### config.mk
export PLATFORM = sky130hd
export DESIGN_NAME = busclk_prescaler
export DESIGN_NICKNAME = d
export VERILOG_FILES = /design/src/rtl/bcp_pkg.sv /design/src/rtl/bcp_regfile.sv /design/src/rtl/bcp_tickgen.sv /design/src/rtl/bcp_gate.sv /design/src/rtl/busclk_prescaler.sv
export SDC_FILE = /design/constraint.sdc
export NUM_CORES = 1
export LEC_CHECK = 0
export ABC_AREA = 1
export BUFFER_PORTS_ARGS = -buffer_cell sky130_fd_sc_hd__buf_2
export CAP_MARGIN = 10
export CORE_MARGIN = 5
export CORE_UTILIZATION = 53
export CTS_BUF_LIST = sky130_fd_sc_hd__clkbuf_16
export DETAILED_ROUTE_END_ITERATION = 12
export HOLD_SLACK_MARGIN = 0.06
export PLACE_DENSITY = 0.74
export SLEW_MARGIN = 20
export SYNTH_ARGS = -nofsm -noshare
export SYNTH_HDL_FRONTEND = slang
export SYNTH_SLANG_ARGS = --single-unit
### constraint.sdc
create_clock -name clk -period 3.8 [get_ports clk]
set_input_delay 0.38 -clock clk [delete_from_list [all_inputs] [get_ports clk]]
set_output_delay 0.38 -clock clk [all_outputs]
set_load 0.1 [all_outputs]
### src/rtl/bcp_pkg.sv
`timescale 1ns/1ps
package bcp_pkg;
  localparam int NDOM   = 4;
  localparam int ADDR_W = 4;

  typedef enum logic [1:0] {
    DOM_CPU = 2'd0,
    DOM_HSB = 2'd1,
    DOM_PBA = 2'd2,
    DOM_PBB = 2'd3
  } dom_e;

  localparam logic [ADDR_W-1:0] A_SRC   = 4'd0;
  localparam logic [ADDR_W-1:0] A_PRESC = 4'd1;
  localparam logic [ADDR_W-1:0] A_ERR   = 4'd2;
  localparam logic [ADDR_W-1:0] A_RSVD  = 4'd3;

  // upper two address bits pick the mask operation
  localparam logic [1:0] MOP_WR  = 2'd1;
  localparam logic [1:0] MOP_SET = 2'd2;
  localparam logic [1:0] MOP_CLR = 2'd3;
endpackage

### src/rtl/bcp_regfile.sv
`timescale 1ns/1ps
module bcp_regfile
  import bcp_pkg::*;
#(
  parameter int NMOD  = 8,
  parameter int SEL_W = 3,
  localparam int FLD_W = SEL_W + 1,
  localparam int PRE_W = NDOM * FLD_W,
  localparam int RW    = (PRE_W > NMOD) ? PRE_W : NMOD
) (
  input  logic                        clk,
  input  logic                        rst_n,
  input  logic                        reg_we,
  input  logic [ADDR_W-1:0]           reg_addr,
  input  logic [RW-1:0]               reg_wdata,
  output logic [RW-1:0]               reg_rdata,
  output logic                        pll_sel,
  output logic [PRE_W-1:0]            presc,
  output logic [NDOM-1:0][NMOD-1:0]   mask,
  output logic                        err
);
  localparam int SH_W = SEL_W + 1;

  logic                      pll_sel_q;
  logic [PRE_W-1:0]          presc_q;
  logic [NDOM-1:0][NMOD-1:0] mask_q;
  logic                      err_q;
  logic                      wr_legal;
  logic [1:0]                mdom;

  function automatic logic [SH_W-1:0] fld_shift(input logic [FLD_W-1:0] f);
    return f[SEL_W] ? ({1'b0, f[SEL_W-1:0]} + SH_W'(1)) : '0;
  endfunction

  always_comb begin
    logic [NDOM-1:0][SH_W-1:0] sh;
    for (int d = 0; d < NDOM; d++) sh[d] = fld_shift(reg_wdata[d*FLD_W +: FLD_W]);
    wr_legal = (sh[DOM_CPU] <= sh[DOM_HSB]) &&
               (sh[DOM_HSB] <= sh[DOM_PBA]) &&
               (sh[DOM_HSB] <= sh[DOM_PBB]);
  end

  assign mdom = reg_addr[1:0];

  always_ff @(posedge clk) begin
    if (!rst_n) begin
      pll_sel_q <= 1'b0;
      presc_q   <= '0;
      mask_q    <= '0;
      err_q     <= 1'b0;
    end else if (reg_we) begin
      if (reg_addr == A_SRC) begin
        pll_sel_q <= reg_wdata[0];
      end else if (reg_addr == A_PRESC) begin
        if (wr_legal) presc_q <= reg_wdata[PRE_W-1:0];
        else          err_q   <= 1'b1;
      end else if (reg_addr == A_ERR) begin
        if (reg_wdata[0]) err_q <= 1'b0;
      end else begin
        case (reg_addr[3:2])
          MOP_WR:  mask_q[mdom] <= reg_wdata[NMOD-1:0];
          MOP_SET: mask_q[mdom] <= mask_q[mdom] | reg_wdata[NMOD-1:0];
          MOP_CLR: mask_q[mdom] <= mask_q[mdom] & ~reg_wdata[NMOD-1:0];
          default: ;
        endcase
      end
    end
  end

  always_comb begin
    reg_rdata = '0;
    if (reg_addr == A_SRC)        reg_rdata = RW'(pll_sel_q);
    else if (reg_addr == A_PRESC) reg_rdata = RW'(presc_q);
    else if (reg_addr == A_ERR)   reg_rdata = RW'(err_q);
    else if (reg_addr == A_RSVD)  reg_rdata = '0;
    else                          reg_rdata = RW'(mask_q[mdom]);
  end

  assign pll_sel = pll_sel_q;
  assign presc   = presc_q;
  assign mask    = mask_q;
  assign err     = err_q;


  refused_keeps_chk: assert property (@(posedge clk) disable iff (!rst_n)
    $rose(err_q) |-> $stable(presc_q));


  err_sticky_chk: assert property (@(posedge clk) disable iff (!rst_n)
    (err_q && !(reg_we && reg_addr == A_ERR && reg_wdata[0])) |=> err_q);


  mask_hold_chk: assert property (@(posedge clk) disable iff (!rst_n)
    !reg_we |=> $stable(mask_q));
endmodule

### src/rtl/bcp_tickgen.sv
`timescale 1ns/1ps
module bcp_tickgen
  import bcp_pkg::*;
#(
  parameter int SEL_W = 3,
  localparam int FLD_W = SEL_W + 1,
  localparam int PRE_W = NDOM * FLD_W
) (
  input  logic             clk,
  input  logic             rst_n,
  input  logic             main_tick,
  input  logic [PRE_W-1:0] presc_pend,
  output logic [NDOM-1:0]  dom_tick
);
  localparam int SH_W  = SEL_W + 1;
  localparam int CNT_W = 1 << SEL_W;

  logic [CNT_W-1:0] cnt_q;
  logic [PRE_W-1:0] act_q;
  logic             align;

  assign align = main_tick && (cnt_q == '0);

  always_ff @(posedge clk) begin
    if (!rst_n) begin
      cnt_q <= '0;
      act_q <= '0;
    end else if (main_tick) begin
      cnt_q <= cnt_q + CNT_W'(1);
      if (align) act_q <= presc_pend;
    end
  end

  for (genvar d = 0; d < NDOM; d++) begin : g_dom
    logic [SH_W-1:0]  shift;
    logic [CNT_W-1:0] low_mask;
    assign shift    = act_q[d*FLD_W + SEL_W]
                    ? ({1'b0, act_q[d*FLD_W +: SEL_W]} + SH_W'(1)) : '0;
    assign low_mask = ~({CNT_W{1'b1}} << shift);
    assign dom_tick[d] = main_tick && ((cnt_q & low_mask) == '0);
  end


  cfg_hold_chk: assert property (@(posedge clk) disable iff (!rst_n)
    !align |=> $stable(act_q));


  hsb_in_cpu_chk: assert property (@(posedge clk) disable iff (!rst_n)
    dom_tick[DOM_HSB] |-> dom_tick[DOM_CPU]);


  pba_in_hsb_chk: assert property (@(posedge clk) disable iff (!rst_n)
    dom_tick[DOM_PBA] |-> dom_tick[DOM_HSB]);


  pbb_in_hsb_chk: assert property (@(posedge clk) disable iff (!rst_n)
    dom_tick[DOM_PBB] |-> dom_tick[DOM_HSB]);
endmodule

### src/rtl/bcp_gate.sv
`timescale 1ns/1ps
module bcp_gate
  import bcp_pkg::*;
#(
  parameter int NMOD = 8
) (
  input  logic [NDOM-1:0]           dom_tick,
  input  logic [NDOM-1:0][NMOD-1:0] mask,
  output logic [NDOM*NMOD-1:0]      mod_en
);
  for (genvar d = 0; d < NDOM; d++) begin : g_d
    for (genvar n = 0; n < NMOD; n++) begin : g_n
      assign mod_en[d*NMOD + n] = dom_tick[d] & mask[d][n];
    end
  end
endmodule

### src/rtl/busclk_prescaler.sv
`timescale 1ns/1ps
module busclk_prescaler
  import bcp_pkg::*;
#(
  parameter int NMOD  = 8,
  parameter int SEL_W = 3,
  localparam int FLD_W = SEL_W + 1,
  localparam int PRE_W = NDOM * FLD_W,
  localparam int RW    = (PRE_W > NMOD) ? PRE_W : NMOD
) (
  input  logic                   clk,
  input  logic                   rst_n,
  input  logic                   osc_tick,
  input  logic                   pll_tick,
  input  logic                   reg_we,
  input  logic [ADDR_W-1:0]      reg_addr,
  input  logic [RW-1:0]          reg_wdata,
  output logic [RW-1:0]          reg_rdata,
  output logic [NDOM-1:0]        dom_tick,
  output logic [NDOM*NMOD-1:0]   mod_en,
  output logic                   cfg_err
);
  logic                      pll_sel;
  logic [PRE_W-1:0]          presc;
  logic [NDOM-1:0][NMOD-1:0] mask;
  logic                      main_tick;

  bcp_regfile #(.NMOD(NMOD), .SEL_W(SEL_W)) u_regs (
    .clk(clk), .rst_n(rst_n), .reg_we(reg_we), .reg_addr(reg_addr),
    .reg_wdata(reg_wdata), .reg_rdata(reg_rdata), .pll_sel(pll_sel),
    .presc(presc), .mask(mask), .err(cfg_err)
  );

  assign main_tick = pll_sel ? pll_tick : osc_tick;

  bcp_tickgen #(.SEL_W(SEL_W)) u_ticks (
    .clk(clk), .rst_n(rst_n), .main_tick(main_tick),
    .presc_pend(presc), .dom_tick(dom_tick)
  );

  bcp_gate #(.NMOD(NMOD)) u_gate (
    .dom_tick(dom_tick), .mask(mask), .mod_en(mod_en)
  );


  no_src_no_tick_chk: assert property (@(posedge clk) disable iff (!rst_n)
    !(osc_tick || pll_tick) |-> (dom_tick == '0));
endmodule

---- Word level (Yosys, flattened, before mapping) ----
Cells that the tools add are included.
Widths: inputs -> output; s select.
cells by class
  multiplexer cells ....................... 25
  bitwise logic cells ..................... 46
  magnitude comparators ................... 5
  shift operators ......................... 4
  add/sub/neg operators ................... 9
  equality and inequality tests ........... 7
  reduce and logical (&&, ||, !) cells .... 22
operators with widths
  cell                 number
  $bwmux 32            3
  $pmux 32 s3          1
  $mux 16              3
  $and 8x8->8          5
  $logic_not 8->1      5
  $not 8->8            5
  $add 3x1->4 const B  8
  $and 1x1->1          32
  $mux 4               8
  $shl 8x4->8 const A  4
  $mux 8               3
  $bmux 8 s2           1
  $demux 8 s2          1
  $le 4x4->1           3
  $reduce_and 5->1     2
  $add 8x1->8 const B  1
  $eq 4x2->1 const B   2
  $logic_and 1x1->1    8
  $or 8x8->8           1
  $mux 1               5
  $eq 2x2->1 const B   2
  $eq 4x1->1 const B   1
  $logic_not 4->1      1
  $reduce_and 2->1     2
  other kinds (8)      11
storage, ports and cells
  register bits ........................... 74
  logic and storage cells ................. 127
  input port bits ......................... 25

---- Logic depth before layout (Yosys ltp) ----
Gate-level depths: netlist (run 1).
  word-level depth ........................ 8
  gate-level depth with buffers ........... 17
  mapped depth without buffers ............ 16

---- Modules after synthesis ----
From an unflattened synthesis (run 1), not the netlist that was laid out.
unflattened totals
  cells, all modules ...................... 1006
  area total of the unflattened synthesis .. 5783.0 um^2
by module, submodules not included
  module            cells an instance  area each (um^2)  instances
  bcp_regfile       639                3797.4            1
  bcp_tickgen       295                1710.4            1
  bcp_gate          68                 260.2             1
  busclk_prescaler  4                  15.0              1

---- Least setup slack after synthesis (run 1) ----
No wires, ideal clock.
  path type ............................... reg-to-output
  start point ............................. reg u_ticks.act_q[0]
  end point ............................... out mod_en[0]
  data required time ...................... 3420 ps
  path slack .............................. 32 ps
  cell stages (with the launch flop) ...... 8
  arrival ................................. 3388 ps
  cells stage by stage .................... dfxtp_1 -> ha_1 -> xor2_1 -> nand2_1 -> nand3_1 -> o21ai_0 -> nand2_1 -> nor3b_1
on the way
  longest elaborated chain between the ends .. 8
RTL lines
  element                 line                    RTL
  start, declared         bcp_tickgen.sv:19       logic [PRE_W-1:0] act_q;
  start signal, assigned  bcp_tickgen.sv:30       if (align) act_q <= presc_pend;
  $add 3x1->4             bcp_tickgen.sv:38       ? ({1'b0, act_q[d*FLD_W +: SEL_W]} + SH_W'(1)) : '0;
  $mux 4                  bcp_tickgen.sv:38
  $shl 8x4->8             bcp_tickgen.sv:39       assign low_mask = ~({CNT_W{1'b1}} << shift);
  $not 8->8               bcp_tickgen.sv:39
  $and 8x8->8             bcp_tickgen.sv:40       assign dom_tick[d] = main_tick && ((cnt_q & low_mask) == '0);
  $logic_not 8->1         bcp_tickgen.sv:40
  $logic_and 1x1->1       bcp_tickgen.sv:40
  $and 1x1->1             bcp_gate.sv:13          assign mod_en[d*NMOD + n] = dom_tick[d] & mask[d][n];
  end, declared           busclk_prescaler.sv:20  output logic [NDOM*NMOD-1:0] mod_en,
Every way passes these cells.

---- Worst setup path after layout (run 1) ----
  start point ............................. reg u_regs.pll_sel_q (netlist: u_regs.pll_sel)
  end point ............................... out mod_en[12]
on the way
  longest elaborated chain between the ends .. 3
RTL lines
  element                 line                    RTL
  start, declared         bcp_regfile.sv:24       logic pll_sel_q;
  start signal, assigned  bcp_regfile.sv:53       pll_sel_q <= reg_wdata[0];
  $mux 1                  busclk_prescaler.sv:34  assign main_tick = pll_sel ? pll_tick : osc_tick;
  $logic_and 1x1->1       bcp_tickgen.sv:40
  $and 1x1->1             bcp_gate.sv:13
Every way passes these cells.

==> flow_summary_export.csv, run 1 <==
group,metric,value,unit
status,status,"finished, final reports clean",
pwr,p_leak,2.96,nW
detailed_routing,vias_per_cell,5.65,
logic_synthesis,synth_nets,936,
setup_path,crit_family,"simple AND/OR/NAND/NOR gates",
placement,dp_slack,1.14,ns
logic_synthesis,yosys_warnings,0,
floorplan,fp.dieH,111,um
detailed_routing,drc,0,
detailed_routing,routed_wl,17.1,mm
grt,track_usage,27.5,%
floorplan,die_area,12300,um^2
logic_synthesis,synth-seq-cells,74,
setup_path,cp_num_cells,8,
logic_synthesis,ys_seq_area_share,27.5,%
clock_tree,path_clk_slew,0.05,ns
logic_synthesis,avgSynthCellArea,6.05,um^2
clock_tree,cts_htree_levels,3,
placement,numPortBuffers,77,
clock_tree,clock_sinks,74,
detailed_routing,drt_iter0_drc,789,
setup_path,path_cells,"inv_1 -> nand2_1 -> nand2_1 -> inv_1 -> a31oi_1 -> nand4_1 -> nor3_1 -> buf_2",
floorplan,start_util,54.6,%
sta,fin_crit_sh,77.4,%
sta,max_freq,340,MHz
sta,rsz0062_at_grt,"no",
clock_tree,ctsResizeCount,0,
setup_path,slowest_delay,0.48,ns
floorplan,ioPinCount,78,
sta,worst_pin_slew,0.992,ns
cells_and_area,final_nets,997,
setup_path,cp_max_fo,9,
sta,finClkSkew,0.00657,ns
sta,max-slew-margin-rel,33.8,%
cells_and_area,antenna_cells,0,
pwr,pwr-share-comb,26.4,%
setup_path,crit_path_end_kind,"output pin",
clock_tree,clockRootBuffer,"clkbuf_16",
grt,grt_max_degree,57,
sta,hold_violations,0,
pwr,power_frac_clock,36.0,%
placement,dpl_cell_area,5820,um^2
logic_synthesis,netlist_area,5390,um^2
clock_tree,cts_hold_buf,0,
pwr,power_density,369,nW/um^2
clock_tree,cts_tree,"built",
setup_path,worstPathArrival,2.56,ns
setup_path,cp.required,3.42,ns
pwr,p_sw_share,35.6,%
placement,dp_hpwl,12.7,mm
logic_synthesis,synth-edff-count,0,
cells_and_area,finalInstanceArea,6100,um^2
sta,fin_crit,2.94,ns
setup_path,r2r_setup_slack,1.68,ns
clock_tree,cts_buffers,9,
grt,antenna_found_initial,0,
pwr,seq_power_share,37.6,%
grt,grt_pass1_wl,28.0,mm
sta,finalSetupViolCount,0,
floorplan,die_w,111,um
cells_and_area,layout-drive-gt1-share,13.1,%
sta,setup_ws,0.858,ns
setup_path,reg2reg_from,"u_ticks.cnt_q[0]",
hold_path,hp-class,"primary input to flip-flop",
placement,dp_cells,1074,
clock_tree,cts_max_path_buffers,2,
logic_synthesis,synth.distinct_cells,40,
logic_synthesis,syn_inst,891,
setup_path,setup.worst_path.start_class,"flip-flop",
flow_run,drv_cap,0,
setup_path,reg2reg_depth,8,
clock_tree,clock_latency,0.34,ns
setup_path,cp-endpoint,"mod_en[12]",
sta,tns,0,ns
placement,gp_congestion,0.989,
floorplan,core_area,9860,um^2
grt,grt_pass1_vias,5557,
detailed_routing,vias,6155,
pwr,p_sw,0.802,mW
detailed_routing,ant_nets,0,
pwr,vdd_ir_drop_max,0.199,mV
floorplan,num_rows,36,
setup_path,critPathLaunch,"u_regs.pll_sel",
setup_path,crit_slowest_cell,"buf_2",
pwr,intPower,1.45,mW
sta,maxSlewViolCount,0,
detailed_routing,dr.pass1.iters,7,
setup_path,rr_endpoint,"u_ticks.act_q[9]",
clock_tree,cts_setup_buffers,0,
grt,grt-ovfl-total,0,
cells_and_area,stdcell_count,1089,
setup_path,criticalPathCategory,"flip-flop to output pin",
logic_synthesis,async_reset_ff_share,0,%
logic_synthesis,synthFlopType,"dfxtp_1",
setup_path,crit_buf_inv,3,
detailed_routing,wl_per_cell,15.7,um
cells_and_area,area_growth,13.1,%
[tightest hold or removal path: stages]
cell and delay [ns]:
buf_2 0.12, nand2_1 0.08, a21oi_1 0.09
[layout make-up]
class | instances | area [um^2]
Clock buffer | 9 | 225
Sequential cell | 74 | 1480
Tap cell | 133 | 166
Fill cell | 1043 | 3770
Clock inverter | 6 | 51.3
Timing Repair Buffer | 79 | 400
Multi-Input combinational cell | 661 | 3290
Inverter | 127 | 482
[power by group through the flow]
stage / Sequential, mW / Combinational [mW] / Clock (mW)
after floorplan: 0.855 / 0.455 / 0
after global placement: 0.861 / 0.583 / 0
after detailed placement: 0.862 / 0.584 / 0
after CTS: 0.845 / 0.587 / 0.817
after global routing: 0.851 / 0.653 / 0.848
final: 0.847 / 0.596 / 0.811
[synth_stat cells, types with 4 or more instances]
cell	n	share of area, %
nand2_1	215	15
nor2_1	133	9.3
inv_1	121	8.4
dfxtp_1	74	27
o21ai_0	74	6.9
a21oi_1	48	4.5
nand3_1	40	3.7
nor3_1	35	3.2
nand4_1	26	3.0
ha_1	20	4.6
clkbuf_1	17	1.2
a31oi_1	16	1.9
nor2_2	7	0.81
buf_2	6	0.56
o221ai_2	4	1.1
o22ai_1	4	0.46
or2_2	4	0.46
xor2_1	4	0.65
[how the worst min path moves through the flow]
stage / from / to / slack (ns) / cells past startpoint
after detailed placement: u_ticks.cnt_q[7] / u_ticks.cnt_q[7] / 0.45 / 1
final: reg_we / u_regs.pll_sel / 0.39 / 3
after global routing: reg_we / u_regs.pll_sel / 0.41 / 3
after floorplan: u_ticks.cnt_q[7] / u_ticks.cnt_q[7] / 0.42 / 1
after global placement: u_ticks.cnt_q[7] / u_ticks.cnt_q[7] / 0.44 / 1
after CTS: reg_we / u_regs.pll_sel / 0.38 / 3
[layout by cell type, fill, tap and decap left out, types with 2 or more instances in the layout]
cell type and n:
a21oi_1 48, a22o_1 2, a31oi_1 16, buf_2 77, buf_4 2, clkbuf_16 9, clkinv_1 2, clkinv_2 2
dfxtp_1 74, ha_1 20, inv_1 123, inv_2 3, inv_4 2, nand2_1 215, nand2_4 2, nand3_1 40
nand4_1 26, nand4_2 2, nor2_1 133, nor2_2 7, nor2_4 3, nor2_8 2, nor3_1 35, nor3b_1 3
nor4_1 3, o211ai_1 2, o21ai_0 74, o21ai_1 3, o21bai_1 3, o221ai_2 4, o22ai_1 4, or2_2 4
xor2_1 4
[routing by layer]
layer	up-vias	part of all wire, %	global-route usage, %
met5	-	0	0
met1	2756	44	38.7
met3	52	12	8.08
li1	3014	-	-
met2	333	42	40.3
met4	0	2.7	8.95
[per-stage QoR]
| step | util [%] | hold slack, ns | power, mW |
|---|---|---|---|
| floorplan | - | 0.423 | 1.31 |
| finish | 61.8 | 0.394 | 2.25 |
| global route | 61.8 | 0.408 | 2.35 |
| global placement | 59.0 | 0.442 | 1.44 |
| detailed placement | 59.0 | 0.449 | 1.45 |
| CTS | 61.8 | 0.385 | 2.25 |
[kinds of logic (layout without fill, tap and decap cells)]
logic type | Yosys count | count (layout) | share of synthesized area (%)
and+or+nand+nor | 477 | 477 | 39.0
AOI/OAI and AO/OA | 160 | 160 | 16.8
DFF | 74 | 74 | 27.5
adders and majority gates | 20 | 20 | 4.64
buffers and inverters | 156 | 221 | 11.4
xor gates and xnor gates | 4 | 4 | 0.650
(Power assumes the default switching activity.)
==> inputs of run 2 (changes only) <==
- PLACE_DENSITY: 0.74 -> 0.77
- clock period: 3.8 -> 2.5 ns (I/O delays scaled with it)
==> flow_summary_export.csv, run 2 (synthesized netlist as in run 1, its figures left out) <==
group,metric,value,unit
setup_path,worstPathArrival,2.28,ns
pwr,power_density,503,nW/um^2
detailed_routing,vias,6483,
sta,rsz0062_at_grt,"yes",
grt,grt_use_met2,45.8,%
pwr,p_leak,3.28,nW
floorplan,die_area,12300,um^2
sta,maxSlewViolCount,0,
flow_run,drv_cap,0,
cells_and_area,area_growth,37.5,%
detailed_routing,ant_nets,0,
grt,antenna_found_initial,1,
detailed_routing,dr.pass1.iters,6,
grt,grt_pass1_wl,30.2,mm
detailed_routing,routed_wl,19.5,mm
detailed_routing,drt_iter0_drc,835,
pwr,power,3.73,mW
grt,grt_pass1_vias,5757,
hold_path,min_path_cells,3,
grt,use_met3,6.22,%
sta,tns,-0.0993,ns
setup_path,criticalPathCategory,"flip-flop to output pin",
cells_and_area,layout_common_cells,"nand2_1 (210), nor2_1 (129), inv_1 (121), dfxtp_1 (74), o21ai_0 (65)",
clock_tree,cts_max_path_buffers,2,
cells_and_area,layout_commonest_cell,"nand2_1",
floorplan,fp.dieH,111,um
floorplan,num_rows,36,
sta,worst_pin_slew,0.717,ns
status,status,"finished with violations",
floorplan,core_area,9860,um^2
status,violations,"negative setup slack",
setup_path,crit_path_end_kind,"output pin",
clock_tree,clockRootBuffer,"clkbuf_16",
cells_and_area,nFillCells,759,
grt,track_usage,30.1,%
detailed_routing,vias_per_cell,5.80,
clock_tree,cts_tree,"built",
grt,grt-ovfl-total,0,
floorplan,start_util,54.6,%
setup_path,cp_max_fo,9,
placement,gp_congestion,0.953,
sta,setup_ws,-0.0330,ns
sta,max-slew-margin-rel,51.8,%
grt,grt_max_degree,33,
setup_path,setup.worst_path.start_class,"flip-flop",
clock_tree,path_clk_slew,0.06,ns
sta,finClkSkew,0.00748,ns
clock_tree,clock_latency,0.34,ns
pwr,vdd_ir_drop_max,0.399,mV
setup_path,cp.required,2.25,ns
detailed_routing,wl_per_cell,17.4,um
sta,max_freq,395,MHz
floorplan,ioPinCount,78,
setup_path,reg2reg_depth,9,
grt,busiest_layer,"met2",
clock_tree,cts_htree_levels,3,
sta,fin_crit,2.53,ns
hold_path,hp-class,"primary input to flip-flop",
floorplan,die_w,111,um
clock_tree,clock_sinks,74,
placement,numPortBuffers,77,
sta,finalSetupViolCount,6,
detailed_routing,drc,0,
placement,dp_hpwl,13.8,mm
clock_tree,cts_hold_buf,0,
sta,hold_violations,0,
clock_tree,cts_buffers,9,
cells_and_area,layout-drive-gt1-share,21.0,%
cells_and_area,final_nets,1023,
grt,gr-usage-met1,41.8,%
sta,fin_crit_sh,101,%
-- run 2: layout make-up --
cell class	count	area, um^2	share of cell area [%]
clock inverters	7	70.1	0.945
repair buffers	103	1210	16.3
well taps	133	166	2.24
inverters	127	482	6.50
flip-flops and latches	74	1480	20.0
clock buffers	9	225	3.04
multi-input cells	663	3780	50.9
diodes	1	2.50	0.0338
-- run 2: path summary, 6_finish.rpt --
check / startpoint / to / slack, ns
worst max-delay path: u_ticks.act_q[4] / mod_en[9] / -0.03
worst min-delay path: reg_we / u_regs.pll_sel / 0.21
worst max register to register: u_ticks.cnt_q[6] / u_ticks.act_q[9] / 0.70
worst min register to register: u_ticks.cnt_q[7] / u_ticks.cnt_q[7] / 0.47
-- run 2: what timing repair did --
item / CTS / global route
gates cloned: 0 / 2
setup buffers: 0 / 2
pin swaps: 1 / 9
setup endpoints to repair: 18 / 29
resized for setup: 7 / 17
-- run 2: worst max-delay path, cell delays in order (launching register included) --
cell and delay [ns]:
dfxtp_1 0.32, ha_1 0.31, nand2_1 0.14, nor2_1 0.11, a22oi_1 0.23, nand2_1 0.13, buf_4 0.23, nor3_2 0.25
buf_12 0.21
-- run 2: stage by stage --
stage / utilization [%] / setup slack (ns) / hold slack, ns / area, um^2 / instances
floorplan: - / -0.471 / 0.412 / 5760 / 891
global placement: 70.5 / 0.278 / 0.439 / 6950 / 1096
detailed placement: 70.5 / 0.221 / 0.458 / 6950 / 1096
CTS: 73.8 / 0.0214 / 0.202 / 7280 / 1112
global route: 75.2 / -0.113 / 0.227 / 7410 / 1117
finish: 75.2 / -0.0330 / 0.206 / 7410 / 1117
-- run 2: per-layer routing --
layer	up-vias	part of all wire, %	routed length [um]
met5	-	0	0
met4	0	3.7	725
met3	70	11	2050
met2	405	46	8980
met1	2925	40	7730
li1	3083	-	-
-- run 2: report_power, final --
part	switching, mW	total, mW	internal (mW)
clock network	0.530	1.30	0.771
logic	0.787	1.14	0.348
registers	0.0525	1.29	1.24
==> inputs of run 3 (changes only) <==
- PLACE_DENSITY: 0.77 -> 0.78
==> flow_summary_export.csv, run 3 (synthesized netlist as in run 1, its figures left out) <==
group,metric,value,unit
setup_path,crit_path_end_kind,"output pin",
setup_path,r2r_setup_slack,0.68,ns
setup_path,slowest_delay,0.33,ns
sta,worst_pin_slew,0.771,ns
cells_and_area,nFillCells,796,
sta,tns,0,ns
floorplan,core_area,9860,um^2
flow_run,drv_cap,0,
clock_tree,cts_hold_buf,0,
setup_path,setup.worst_path.start_class,"flip-flop",
sta,max_freq,408,MHz
placement,dp_hpwl,13.2,mm
setup_path,cp_num_cells,9,
grt,antenna_found_initial,1,
setup_path,crit_buf_inv,1,
floorplan,die_w,111,um
clock_tree,cts_max_path_buffers,2,
setup_path,critPathLaunch,"u_ticks.act_q[12]",
status,status,"finished, final reports clean",
clock_tree,cts_htree_levels,3,
setup_path,criticalPathCategory,"flip-flop to output pin",
detailed_routing,vias,6337,
placement,gp_congestion,0.950,
setup_path,cp_max_fo,9,
sta,max-slew-margin-rel,48.3,%
setup_path,path_cells,"ha_1 -> nand2_1 -> nand2_1 -> o21ai_0 -> o21ai_0 -> nand2_1 -> nand2_4 -> nor3_4 -> buf_12",
cells_and_area,final_nets,1022,
setup_path,cpMostUsedCell,"nand2_1",
grt,grt_pass1_wl,28.3,mm
pwr,power_density,502,nW/um^2
grt,grt-ovfl-total,0,
sta,finalSetupViolCount,0,
cells_and_area,area_growth,35.1,%
floorplan,fp.dieH,111,um
detailed_routing,routed_wl,18.1,mm
sta,hold_ws,0.214,ns
sta,fin_crit,2.45,ns
detailed_routing,ant_nets,0,
grt,grt_max_degree,56,
grt,grt_pass1_vias,5498,
cells_and_area,layout_common_cells,"nand2_1 (211), nor2_1 (129), inv_1 (122), dfxtp_1 (74), o21ai_0 (66)",
pwr,p_leak,3.23,nW
hold_path,hp-class,"primary input to flip-flop",
cells_and_area,antenna_cells,0,
clock_tree,cts_buffers,9,
detailed_routing,vias_per_cell,5.69,
cells_and_area,finalInstanceArea,7280,um^2
cells_and_area,layout-drive-gt1-share,20.4,%
placement,numPortBuffers,77,
setup_path,crit_family,"simple AND/OR/NAND/NOR gates",
pwr,power,3.65,mW
detailed_routing,drt_iter0_drc,876,
sta,hold_violations,0,
floorplan,start_util,54.6,%
clock_tree,clock_latency,0.34,ns
detailed_routing,wl_per_cell,16.2,um
setup_path,crit_slowest_cell,"dfxtp_1",
setup_path,worstPathArrival,2.20,ns
placement,dpl_cell_area,6890,um^2
detailed_routing,dr.pass1.iters,9,
setup_path,cp-endpoint,"mod_en[26]",
floorplan,die_area,12300,um^2
detailed_routing,drc,0,
floorplan,ioPinCount,78,
clock_tree,path_clk_slew,0.06,ns
sta,finClkSkew,0.00403,ns
sta,fin_crit_sh,98.0,%
grt,track_usage,27.9,%
setup_path,reg2reg_depth,8,
sta,maxSlewViolCount,0,
clock_tree,cts_tree,"built",
floorplan,num_rows,36,
cells_and_area,layout_commonest_cell,"nand2_1",
setup_path,cp.required,2.25,ns
pwr,vdd_ir_drop_max,0.328,mV
clock_tree,clockRootBuffer,"clkbuf_16",
clock_tree,clock_sinks,74,
## run 3: repair_timing
item                       4_1_cts  5_1_grt
buffers inserted                 0        7
gates resized for setup          6        8
pin swaps                        0        2
setup endpoints to repair       26       29
## run 3: through the flow
| stage | utilization [%] | setup WS, ns | cells |
|---|---|---|---|
| after detailed placement | 69.9 | 0.226 | 1092 |
| after global routing | 73.8 | -0.0864 | 1114 |
| final | 73.8 | 0.0511 | 1114 |
| after CTS | 73.0 | 0.0259 | 1107 |
| after floorplan | - | -0.471 | 891 |
| after global placement | 69.9 | 0.277 | 1092 |
## run 3: worst reg2reg max path, stage by stage (launching register included)
cell,delay [ns]
dfxtp_1,0.33
inv_1,0.13
nor2_1,0.08
nor3_1,0.47
nand2_1,0.19
o21ai_0,0.20
nand3_1,0.17
nand2_1,0.12
inv_1,0.04
## run 3: cell type report
type	instances	area, um^2	area share, %
Sequential cell	74	1480	20.3
Tap cell	133	166	2.29
Inverter	127	482	6.62
Clock buffer	9	225	3.09
Timing Repair Buffer	104	1160	16.0
Clock inverter	6	60.1	0.825
Multi-Input combinational cell	661	3700	50.9
## run 3: worst min path at each step
| stage | cells after the start | startpoint | end | slack (ns) |
|---|---|---|---|---|
| 6_report | 3 | reg_we | u_regs.pll_sel | 0.21 |
| 3_5_place_dp | 1 | u_ticks.cnt_q[7] | u_ticks.cnt_q[7] | 0.45 |
| 4_1_cts | 3 | reg_we | u_regs.pll_sel | 0.21 |
| 5_1_grt | 3 | reg_we | u_regs.pll_sel | 0.21 |
| 3_3_place_gp | 1 | u_ticks.cnt_q[7] | u_ticks.cnt_q[7] | 0.45 |
| 2_1_floorplan | 2 | reg_we | u_regs.pll_sel | 0.41 |
## run 3: per-layer routing
layer | vias to the layer above | share of wire (%) | GRT usage, %
li1 | 3072 | - | -
met1 | 2868 | 41 | 38.7
met2 | 362 | 46 | 42.6
met3 | 35 | 11 | 7.48
met4 | 0 | 2.2 | 7.88
met5 | - | 0 | 0
## run 3: power by group
part / switching [mW] / internal, mW / leakage (nW) / total, mW
clock: 0.498 / 0.761 / 0.142 / 1.26
sequential: 0.0515 / 1.24 / 0.602 / 1.29
combinational: 0.765 / 0.338 / 2.49 / 1.10
